File: config.mk
export PLATFORM = sky130hd
export DESIGN_NAME = hexscan_display
export DESIGN_NICKNAME = d
export VERILOG_FILES = /design/src/rtl/hexscan_pkg.sv /design/src/rtl/scan_divider.sv /design/src/rtl/digit_ring.sv /design/src/rtl/glyph_select.sv /design/src/rtl/hexscan_display.sv
export SDC_FILE = /design/constraint.sdc
export NUM_CORES = 1
export LEC_CHECK = 0
export CAP_MARGIN = 20
export CORE_ASPECT_RATIO = 0.75
export CORE_UTILIZATION = 50
export CTS_CLUSTER_DIAMETER = 150
export DETAILED_ROUTE_END_ITERATION = 10
export PLACE_DENSITY = 0.8
export SKIP_LAST_GASP = 1
export SLEW_MARGIN = 5
export SYNTH_ARGS = -nofsm -noshare
export SYNTH_HDL_FRONTEND = slang
export SYNTH_SLANG_ARGS = --single-unit
File: constraint.sdc
create_clock -name clk -period 4.76 [get_ports clk]
set_clock_uncertainty 0.2 [all_clocks]
set_input_delay 0.714 -clock clk [delete_from_list [all_inputs] [get_ports clk]]
set_output_delay 0.714 -clock clk [all_outputs]
set_load 0.005 [all_outputs]
File: src/rtl/hexscan_pkg.sv
package hexscan_pkg;

  localparam int DIGITS      = 4;
  localparam int NIB_W       = 4;
  localparam int SEG_W       = 7;
  localparam int LIVE_DIGITS = 2;
  localparam int SW_W        = LIVE_DIGITS * NIB_W;

  typedef logic [NIB_W-1:0]  nibble_t;
  typedef logic [SEG_W-1:0]  seg_t;
  typedef logic [DIGITS-1:0] sel_t;

  localparam nibble_t CHAR_LEFT   = 4'hE;
  localparam nibble_t CHAR_SECOND = 4'hA;
  localparam seg_t    SEG_DARK    = '1;
  localparam sel_t    SEL_NONE    = '1;
  localparam sel_t    SEL_FIRST   = {{(DIGITS-1){1'b1}}, 1'b0};

  // Constant nibble for a digit position that is not fed by the switches.
  function automatic nibble_t fixed_nibble(input int idx);
    if (idx == DIGITS - 1) return CHAR_LEFT;
    return CHAR_SECOND;
  endfunction

  // Hex glyph, bit order {g,f,e,d,c,b,a}, 0 lights a segment.
  function automatic seg_t hex_to_seg_n(input nibble_t v);
    seg_t lit;
    case (v)
      4'h0: lit = 7'h3F;
      4'h1: lit = 7'h06;
      4'h2: lit = 7'h5B;
      4'h3: lit = 7'h4F;
      4'h4: lit = 7'h66;
      4'h5: lit = 7'h6D;
      4'h6: lit = 7'h7D;
      4'h7: lit = 7'h07;
      4'h8: lit = 7'h7F;
      4'h9: lit = 7'h6F;
      4'hA: lit = 7'h77;
      4'hB: lit = 7'h7C;
      4'hC: lit = 7'h39;
      4'hD: lit = 7'h5E;
      4'hE: lit = 7'h79;
      default: lit = 7'h71;
    endcase
    return ~lit;
  endfunction

endpackage

File: src/rtl/scan_divider.sv
module scan_divider #(
  parameter int DIV_BITS = 10
) (
  input  logic clk,
  input  logic rst,
  output logic step
);

  logic [DIV_BITS-1:0] count_q;
  logic                scan_lvl_q;
  logic                wrap;

  assign wrap = &count_q;
  // Rising step of the scan level: the wrap that flips it from 0 to 1.
  assign step = wrap & ~scan_lvl_q;

  always_ff @(posedge clk) begin
    if (rst) begin
      count_q    <= '0;
      scan_lvl_q <= 1'b0;
    end else begin
      count_q <= count_q + 1'b1;
      if (wrap) scan_lvl_q <= ~scan_lvl_q;
    end
  end

endmodule

File: src/rtl/digit_ring.sv
module digit_ring
  import hexscan_pkg::*;
(
  input  logic clk,
  input  logic rst,
  input  logic step,
  output sel_t sel_n
);

  sel_t ring_q;

  always_ff @(posedge clk) begin
    if (rst)       ring_q <= SEL_FIRST;
    else if (step) ring_q <= {ring_q[DIGITS-2:0], ring_q[DIGITS-1]};
  end

  assign sel_n = ring_q;

endmodule

File: src/rtl/glyph_select.sv
module glyph_select
  import hexscan_pkg::*;
(
  input  sel_t            sel_n,
  input  logic [SW_W-1:0] sw,
  output seg_t            seg_n
);

  nibble_t masked [DIGITS];
  nibble_t picked;

  for (genvar i = 0; i < DIGITS; i++) begin : g_digit
    nibble_t src;
    if (i < LIVE_DIGITS) begin : g_live
      assign src = sw[i*NIB_W +: NIB_W];
    end else begin : g_fixed
      assign src = fixed_nibble(i);
    end
    assign masked[i] = sel_n[i] ? '0 : src;
  end

  always_comb begin
    picked = '0;
    for (int i = 0; i < DIGITS; i++) picked = picked | masked[i];
  end

  assign seg_n = hex_to_seg_n(picked);

endmodule

File: src/rtl/hexscan_display.sv
module hexscan_display #(
  parameter int DIV_BITS = 10
) (
  input  logic       clk,
  input  logic       rst,
  input  logic [7:0] sw,
  output logic [6:0] seg_n,
  output logic       dp_n,
  output logic [3:0] dig_n
);
  import hexscan_pkg::*;

  logic step;
  sel_t sel_n;
  seg_t seg_next;
  seg_t seg_q;
  sel_t dig_q;

  scan_divider #(.DIV_BITS(DIV_BITS)) u_div (
    .clk  (clk),
    .rst  (rst),
    .step (step)
  );

  digit_ring u_ring (
    .clk   (clk),
    .rst   (rst),
    .step  (step),
    .sel_n (sel_n)
  );

  glyph_select u_glyph (
    .sel_n (sel_n),
    .sw    (sw),
    .seg_n (seg_next)
  );

  // One register stage for enables and segments together.
  always_ff @(posedge clk) begin
    if (rst) begin
      seg_q <= SEG_DARK;
      dig_q <= SEL_NONE;
    end else begin
      seg_q <= seg_next;
      dig_q <= sel_n;
    end
  end

  assign seg_n = seg_q;
  assign dig_n = dig_q;
  assign dp_n  = 1'b1;

endmodule

==> results of run 1 <==
==> cells in the mapped netlist (2+ instances only) <==
| cell | count | area (um2) |
|---|---|---|
| dfxtp_1 | 26 | 521 |
| nor2_1 | 12 | 45.0 |
| ha_1 | 8 | 100 |
| inv_1 | 6 | 22.5 |
| nand3_1 | 5 | 25.0 |
| mux2i_1 | 4 | 40.0 |
| nand2_1 | 4 | 15.0 |
| nor3_1 | 4 | 20.0 |
| or2_2 | 4 | 25.0 |
| xnor2_1 | 4 | 35.0 |
| xor2_1 | 4 | 35.0 |
| a211oi_1 | 3 | 22.5 |
| a21oi_1 | 3 | 15.0 |
| a221o_1 | 3 | 30.0 |
| mux2_2 | 3 | 33.8 |
| nand2b_1 | 3 | 18.8 |
| nand4_1 | 3 | 18.8 |
| nor2b_1 | 3 | 18.8 |
| buf_2 | 2 | 10.0 |
| buf_4 | 2 | 15.0 |
| clkbuf_1 | 2 | 7.51 |
| nor4_1 | 2 | 12.5 |
| o21ai_0 | 2 | 10.0 |
| o31ai_1 | 2 | 15.0 |
==> where the power goes <==
group	total [uW]	leakage (uW)	internal, uW	switching [uW]
Clock	109	0.0000210	46.7	62.0
Sequential	230	0.000213	225	4.53
Combinational	52.3	0.000355	28.9	23.4
==> kinds of logic (layout without fill, tap and decap cells) <==
family | after synthesis | count (layout) | synth area share (%)
compound gates | 17 | 17 | 9.75
xor+xnor | 8 | 8 | 5.57
fa+ha+maj | 8 | 8 | 7.96
mux | 8 | 8 | 6.77
flops | 26 | 26 | 41.4
other cells | 1 | 1 | 0.298
buf+inv | 12 | 30 | 4.38
simple gates | 49 | 49 | 23.9
==> metal layers <==
metal  global-route usage [%]  share of wire, %
met1                     28.2                52
met2                     28.9                42
met3                     5.11               4.5
met4                     5.12               1.2
met5                        0                 0
==> stage by stage <==
stage	utilization (%)	setup WS [ns]	area [um2]
after floorplan	-	2.41	1260
after global placement	62.6	1.93	1470
after detailed placement	62.6	1.82	1470
after CTS	64.1	2.17	1500
after global routing	64.1	2.05	1500
final	64.1	2.15	1500
==> final timing paths <==
check / endpoint / slack (ns)
hold / removal: u_div.count_q[9]$_SDFF_PP0_ / 0.30
setup reg to reg: seg_n[6]$_SDFF_PP1_ / 2.44
hold reg to reg: u_div.count_q[9]$_SDFF_PP0_ / 0.30
setup / recovery: seg_n[6]$_SDFF_PP1_ / 2.15
==> registers in the layout, summed over array words and instances, names as in the netlist <==
register	cells
u_div.scan_lvl_q	1
u_ring.sel_n	4
dig_n	4
seg_n	7
u_div.count_q	10
==> critical path: cells and delay by family <==
kind	cells	cell delay (ns)
adder cells (fa/ha/maj)	1	0.30
buffers and inverters	2	0.57
AO/OA/AOI/OAI	2	0.76
multiplexers	1	0.30
==> cell type report <==
cell class | count | area, um2 | share of cell area [%]
timing repair buffer | 20 | 200 | 13.3
clock buffer | 4 | 36.3 | 2.41
multi-input combinational | 91 | 682 | 45.3
tap | 34 | 42.5 | 2.83
inverter | 6 | 22.5 | 1.50
sequential | 26 | 520 | 34.6
==> results.md, run 1 <==
- Clock root buffer: clkbuf_4
- Remaining DRCs: 0
- Fin. max-slew vios: 0
- Most frequent cells in the layout: dfxtp_1 (26), clkdlybuf4s50_1 (20), nor2_1 (12)
- Slew HR: 46.6%
- Crit path from: sw[0]
- First-pass GRT wire length: 3930 um
- Number of synthesized flops with an enable pin: 0
- Max Buffers Root-to-Sink: 2
- Die Area: 2720 um2
- CP max-delay cell: a22oi_1
- Critical Setup Path Class: input pin to flop
- Max Clk Rate: 383 MHz
- Dpl cells: 177
- Post-synth top flop: dfxtp_1
- Syn Area/Cell: 9.75 um2
- Num CTS Buffers: 3
- Drt via density: 5.20
- Largest net degree at the start of global routing: 26
- Commonest non-fill, non-tap cell in the layout: dfxtp_1
- Power, Total: 391 uW
- Share of flip-flops with an asynchronous set or reset: 0%
- Starting DRT DRC Count: 25
- Die width: 59.9 um
- Hold depth: 2
- Initial Util: 53.6%
- Share of the yosys chip area belonging to registers: 41.4%
- CP Cell Sequence: clkdlybuf4s50_1 > a22oi_1 > inv_1 > ha_1 > mux2_1 > a211o_1
- # fillers: 205
- Hold bufs inserted after CTS: 0
- Final non-filler cell total: 181
- Pre-Repair DR Iteration Count: 4
- CTS resizes: 0
- Routability congestion estimate: 0.822
- Die extent in y: 45.4 um
- Final worst path period share: 54.8%
- Setup Viol. Count Final: 0
- Unrepaired setup endpoints after global routing: no
- Share of cells above drive strength 1: 10.2%
- H-Tree Level Count: 1
- Max-cap viol count: 0
- Yosys Warn Count: 0
- Number of diodes: 0
- Initial antenna violation count: 0
- Cell area after synthesis: 1260 um2
- Grt total ovfl: 0
- Status: finished, final reports clean
- Min-delay worst type: flop to flop
- Hold path startpoint: u_div.count_q[9]$_SDFF_PP0_
- Vias in the first global route: 850
- Area growth from synthesis to layout: 19.6%
- R2r worst-path depth: 6
- Post-CTS setup buffer count: 0
- Dpl hpwl: 1780 um
- Measured slew at the worst slew-check pin: 0.799 ns
- Worst Setup End Kind: flop
- GRT Util Overall: 19.5%
- Worst skew pair latency: 0.32 ns
- Power density over the cells: 260 nW/um2
- Final wirelength: 2380 um
- Reg2reg start: u_ring.sel_n[0]$_SDFFE_PP0P_
- Clock-pin slew on the worst setup and hold paths: 0.14 ns
- VDD IR max: 187 uV
- Post-layout net count: 166
- # clock sinks: 26
- Row Count: 15
- Number of synthesized register bits: 26
- LEAKAGE: 0.000589 uW
- Post-synth net total: 147
- Final TNS setup: 0 ns
- CP arrival: 2.63 ns
- Hold Slack: 0.297 ns
- Min Tclk post-route: 2.61 ns
- Slowest cell delay on critical path: 0.47 ns
- Hold Fails Final Rpt: 0
- Post-synth cell types: 39
- Num ports: 22
- Synthesized instance count: 129
- Maximum fanout along the worst path: 6
- TritonCTS clock tree: yes
- Routed wire per std cell: 13.1 um
- Buffers on Ports: 20
- CP required: 4.78 ns
- Via Count: 942
- Startpoint types: input pin
- Core area: 2350 um2
- DRT antenna net count: 0
Note: power is estimated with default switching activity, not from simulation.
==> run 2: changes to the inputs <==
==> constraint.sdc (replaced) <==
create_clock -name clk -period 2.4 [get_ports clk]
set_clock_uncertainty 0.2 [all_clocks]
set_input_delay 0.36 -clock clk [delete_from_list [all_inputs] [get_ports clk]]
set_output_delay 0.36 -clock clk [all_outputs]
set_load 0.005 [all_outputs]
==> results.md, run 2 (synthesized netlist as in run 1, its figures left out) <==
- Status: finished, final reports clean
- Worst skew pair latency: 0.32 ns (about the same)
- Remaining DRCs: 0 (unchanged)
- Die width: 59.9 um (unchanged)
- Hold bufs inserted after CTS: 0 (unchanged)
- Min Tclk post-route: 2.10 ns
- Hold Slack: 0.307 ns (+0.00977 ns)
- Die extent in y: 45.4 um (unchanged)
- Post-layout net count: 169 (+1.8%)
- Num CTS Buffers: 3 (unchanged)
- DRT antenna net count: 0 (unchanged)
- Dpl hpwl: 1780 um (-0.24%)
- Area of the multi-input gates: 682 um2 (unchanged)
- Unrepaired setup endpoints after global routing: no
- Final instance area: 1530 um2 (+1.5%)
- Number of diodes: 0 (unchanged)
- Slowest cell delay on critical path: 0.50 ns (+0.03 ns)
- Buffers on Ports: 20 (unchanged)
- GRT Util Overall: 18.3% (-1.2 points)
- Max reg flops: 10 (unchanged)
- Placed Area: 1490 um2 (+1.5%)
- Final wirelength: 2360 um (-0.80%)
- Commonest non-fill, non-tap cell in the layout: dfxtp_1
- Row Count: 15 (unchanged)
- Share of cells above drive strength 1: 12.0% (+1.8 points)
- Fin. max-slew vios: 0 (unchanged)
- Final worst path period share: 87.4%
- H-Tree Level Count: 1 (unchanged)
- Critical Setup Path Class: flop to flop
- Hold Fails Final Rpt: 0 (unchanged)
- Clock root buffer: clkbuf_4
- CTS resizes: 0 (unchanged)
- Clock-pin slew on the worst setup and hold paths: 0.13 ns (about the same)
- First-pass GRT wire length: 3630 um (-7.6%)
- TritonCTS clock tree: yes
- Area growth from synthesis to layout: 21.4%
- Buf/Inv on CP: 0 (-2)
- Grt met3 use: 5.68% (+0.57 points)
- Min-delay worst type: flop to flop
- Die Area: 2720 um2 (unchanged)
- Setup Viol. Count Final: 0 (unchanged)
- Largest net degree at the start of global routing: 22 (-15%)
- Final setup margin: 0.303 ns (-1.85 ns)
- CP Cell Sequence: nand2_1 > a221o_1 > ha_1 > mux2_1 > a211o_1
- Grt total ovfl: 0 (unchanged)
- Vias in the first global route: 863 (+1.5%)
- Num ports: 22 (unchanged)
- CP max-delay cell: dfxtp_1
- # fillers: 198 (-3.4%)
- Grt met2 use: 30.2% (+1.3 points)
- Most frequent cells in the layout: dfxtp_1 (26), clkdlybuf4s50_1 (20), nor2_1 (12)
- Routed wire per std cell: 12.8 um (-2.4%)
- Initial Util: 53.6% (unchanged)
- GR peak layer: met2
- Max Buffers Root-to-Sink: 2 (unchanged)
- # clock sinks: 26 (unchanged)
- Worst Setup End Kind: flop
- Delay-heaviest family, CP: compound AO/OA/AOI/OAI gates
- LEAKAGE: 0.000604 uW (+2.5%)
- Max Clk Rate: 477 MHz
- Starting DRT DRC Count: 20 (-20%)
- Post-CTS setup buffer count: 0 (unchanged)
- Maximum fanout along the worst path: 8 (+2)
- Place WS: 0.0450 ns (-1.77 ns)
- Pre-Repair DR Iteration Count: 4 (unchanged)
- Initial antenna violation count: 0 (unchanged)
- Routability congestion estimate: 0.787 (-4.3%)
- GR Layer Usage met1: 23.0% (-5.1 points)
- CP required: 2.42 ns (-2.36 ns)
- Core area: 2350 um2 (unchanged)
- Final TNS setup: 0 ns (unchanged)
- VDD IR max: 282 uV (+51%)
- Power density over the cells: 510 nW/um2 (+96%)
- Largest reg by FF count: u_div.count_q
- Via Count: 988 (+4.9%)
- CP arrival: 2.12 ns (-0.51 ns)
- Sequential Area: 520 um2 (unchanged)
- Drt via density: 5.37 (+3.2%)
- Startpoint types: flop
- Max-cap viol count: 0 (unchanged)
-- run 2: worst paths after layout --
path / from / end / slack (ns) / cells after the start
setup reg to reg: u_ring.sel_n[3]$_SDFFE_PP1P_ / seg_n[6]$_SDFF_PP1_ / 0.30 / 5
hold / removal: u_div.count_q[0]$_SDFF_PP0_ / u_div.count_q[0]$_SDFF_PP0_ / 0.31 / 1
hold reg to reg: u_div.count_q[0]$_SDFF_PP0_ / u_div.count_q[0]$_SDFF_PP0_ / 0.31 / 1
setup / recovery: u_ring.sel_n[3]$_SDFFE_PP1P_ / seg_n[6]$_SDFF_PP1_ / 0.30 / 5
-- run 2: final cells by class --
type                            instances  share of cell area, %
Clock buffer                            4                   2.38
Sequential cell                        26                   34.1
Timing Repair Buffer                   23                   14.6
Multi-Input combinational cell         91                   44.7
Inverter                                6                   1.48
Tap cell                               34                   2.79
-- run 2: metal layers --
layer,routed length [um],up-vias
met5,0,-
met4,32,0
met3,129,4
met2,1060,30
met1,1140,459
li1,-,495
-- run 2: power by group --
part | total [uW] | switching (uW) | internal [uW]
Sequential | 456 | 8.66 | 447
Combinational | 107 | 47.3 | 60.2
Clock | 215 | 122 | 92.8
Total | 778 | 178 | 600
-- run 2: through the flow --
step | total power [uW] | utilization [%] | std cells
3_3_place_gp | 567 | 63.5 | 180
6_report | 778 | 65.1 | 184
5_1_grt | 814 | 65.1 | 184
4_1_cts | 792 | 65.1 | 184
3_5_place_dp | 572 | 63.5 | 180
2_1_floorplan | 521 | - | 129
-- run 2: worst reg2reg max path: stages (launching register included) --
cell,delay (ns)
dfxtp_1,0.50
nand2_1,0.11
a221o_1,0.37
ha_1,0.23
mux2_1,0.30
a211o_1,0.30
==> run 3: changes to the inputs <==
--- a/config.mk
+++ b/config.mk
@@ -6,11 +6,11 @@
 export NUM_CORES = 1
 export LEC_CHECK = 0
 export CAP_MARGIN = 20
-export CORE_ASPECT_RATIO = 0.75
 export CORE_UTILIZATION = 50
 export CTS_CLUSTER_DIAMETER = 150
 export DETAILED_ROUTE_END_ITERATION = 10
-export PLACE_DENSITY = 0.8
+export GPL_TIMING_DRIVEN = 0
+export PLACE_DENSITY = 0.77
 export SKIP_LAST_GASP = 1
 export SLEW_MARGIN = 5
 export SYNTH_ARGS = -nofsm -noshare
==> results.md, run 3 (synthesized netlist as in run 1, its figures left out) <==
- CP arrival: 2.22 ns (+0.10 ns)
- Maximum fanout along the worst path: 6 (-2)
- Core area: 2300 um2 (-2.1%)
- Final wirelength: 2320 um (-1.8%)
- Initial Util: 54.7% (+1.1 points)
- Most frequent cells in the layout: dfxtp_1 (26), clkdlybuf4s50_1 (20), nor2_1 (12)
- Commonest non-fill, non-tap cell in the layout: dfxtp_1
- Min-delay worst type: flop to flop
- Routability congestion estimate: 0.936 (+19%)
- Pre-Repair DR Iteration Count: 4 (unchanged)
- H-Tree Level Count: 1 (unchanged)
- Dpl hpwl: 1750 um (-1.9%)
- Hold path startpoint: u_div.count_q[0]$_SDFF_PP0_
- Fin. max-slew vios: 0 (unchanged)
- Hold EP: u_div.count_q[0]$_SDFF_PP0_
- Largest reg by FF count: u_div.count_q
- Row Count: 17 (+2)
- R2R Path End: seg_n[6]$_SDFF_PP1_
- DRT antenna net count: 0 (unchanged)
- First-pass GRT wire length: 4060 um (+12%)
- R2r worst-path depth: 6 (+1)
- Area growth from synthesis to layout: 23.3%
- Final TNS setup: 0 ns (unchanged)
- Hold Fails Final Rpt: 0 (unchanged)
- Reg2reg start: u_ring.sel_n[0]$_SDFFE_PP0P_
- Num CTS Buffers: 3 (unchanged)
- Remaining DRCs: 0 (unchanged)
- Starting DRT DRC Count: 15 (-25%)
- VDD IR max: 621 uV (+120%)
- CP required: 2.42 ns (about the same)
- Initial antenna violation count: 0 (unchanged)
- Max reg flops: 10 (unchanged)
- Worst Setup End Kind: flop
- Grt total ovfl: 0 (unchanged)
- Setup Viol. Count Final: 0 (unchanged)
- Max-cap viol count: 0 (unchanged)
- Post-CTS setup buffer count: 0 (unchanged)
- Number of diodes: 0 (unchanged)
- Dpl cells: 177 (-1.7%)
- # clock sinks: 26 (unchanged)
- Worst skew pair latency: 0.31 ns (about the same)
- Max Clk Rate: 454 MHz (-4.7%)
- Final non-filler cell total: 181 (-1.6%)
- Final worst path period share: 91.7% (+4.3 points)
- Post-layout net count: 172 (+1.8%)
- Min Tclk post-route: 2.20 ns (+0.104 ns)
- Num ports: 22 (unchanged)
- Critical Setup Path Class: flop to flop
- Clock-pin slew on the worst setup and hold paths: 0.15 ns (+0.02 ns)
- Hold Slack: 0.301 ns (-0.00531 ns)
- Largest net degree at the start of global routing: 16 (-27%)
- R2R setup slack: 0.20 ns (-0.10 ns)
- Startpoint types: flop
- Routed wire per std cell: 12.8 um (-0.20%)
- Die width: 52.2 um (-13%)
- Die extent in y: 52.2 um (+15%)
- Unrepaired setup endpoints after global routing: no
- Vias in the first global route: 938 (+8.7%)
- Die Area: 2720 um2 (about the same)
- Via Count: 994 (+0.61%)
- Share of cells above drive strength 1: 13.1% (+1.1 points)
- Status: finished, final reports clean
- Drt via density: 5.49 (+2.3%)
- Power density over the cells: 556 nW/um2 (+9.1%)
- Hold depth: 1 (unchanged)
- Buffers on Ports: 20 (unchanged)
- Max Buffers Root-to-Sink: 2 (unchanged)
- Clock root buffer: clkbuf_4
- TritonCTS clock tree: yes
- GRT Util Overall: 19.9% (+1.5 points)
- LEAKAGE: 0.000614 uW (+1.7%)
run 3: cell count changes in the layout (fill, tap and decap cells not counted), sizes merged:
cell / delta
buf: +1
bufinv: +1
clkbuf: +1
run 3: worst max path at each step:
| stage | from | to | slack [ns] |
|---|---|---|---|
| after floorplan | u_ring.sel_n[0]$_SDFFE_PP0P_ | seg_n[6]$_SDFF_PP1_ | 0.34 |
| after global placement | sw[0] | seg_n[6]$_SDFF_PP1_ | -0.14 |
| after detailed placement | sw[0] | seg_n[6]$_SDFF_PP1_ | -0.24 |
| after CTS | u_ring.sel_n[0]$_SDFFE_PP0P_ | seg_n[6]$_SDFF_PP1_ | 0.01 |
| after global routing | u_ring.sel_n[0]$_SDFFE_PP0P_ | seg_n[6]$_SDFF_PP1_ | 0.04 |
| final | u_ring.sel_n[0]$_SDFFE_PP0P_ | seg_n[6]$_SDFF_PP1_ | 0.20 |
run 3: cell type report:
| cell class | count | area [um2] |
|---|---|---|
| Fill cell | 195 | 747 |
| Clock buffer | 3 | 22.5 |
| Inverter | 6 | 22.5 |
| Timing Repair Buffer | 20 | 200 |
| Sequential cell | 26 | 520 |
| Buffer | 6 | 32.5 |
| Clock inverter | 1 | 30.0 |
| Multi-Input combinational cell | 91 | 687 |
| Tap cell | 28 | 35.0 |
run 3: per-stage QoR:
step	utilization [%]	worst slack [ns]	area, um2	total power [uW]
after floorplan	-	0.342	1260	521
after global placement	65.0	-0.136	1490	567
after detailed placement	65.0	-0.241	1490	571
after CTS	67.3	0.0102	1550	872
after global routing	67.5	0.0434	1550	897
final	67.5	0.199	1550	863
run 3: power by group:
part / total, uW / leakage, uW / switching, uW / internal [uW]
combinational: 107 / 0.000373 / 46.3 / 60.6
clock: 300 / 0.0000279 / 131 / 169
sequential: 456 / 0.000213 / 8.69 / 447
total: 863 / 0.000614 / 186 / 676
run 3: worst max-delay path, cell delays in order (launching register included):
cell and delay (ns):
dfxtp_1 0.46, inv_1 0.10, a22oi_2 0.33, inv_1 0.14
ha_1 0.28, mux2_1 0.30, a211o_1 0.30
run 3: routing by layer:
layer | track usage (%) | routed length, um | vias up
met3 | 5.26 | 102 | 2
met4 | 5.26 | 8 | 0
met2 | 33.8 | 1080 | 23
met1 | 24.7 | 1130 | 468
li1 | - | - | 501
met5 | 0 | 0 | -
run 3: repair_timing:
| item | 4_1_cts | 5_1_grt |
|---|---|---|
| hold buffers | 0 | 0 |
| setup endpoints to repair | 0 | 3 |
| resized for setup | 0 | 1 |
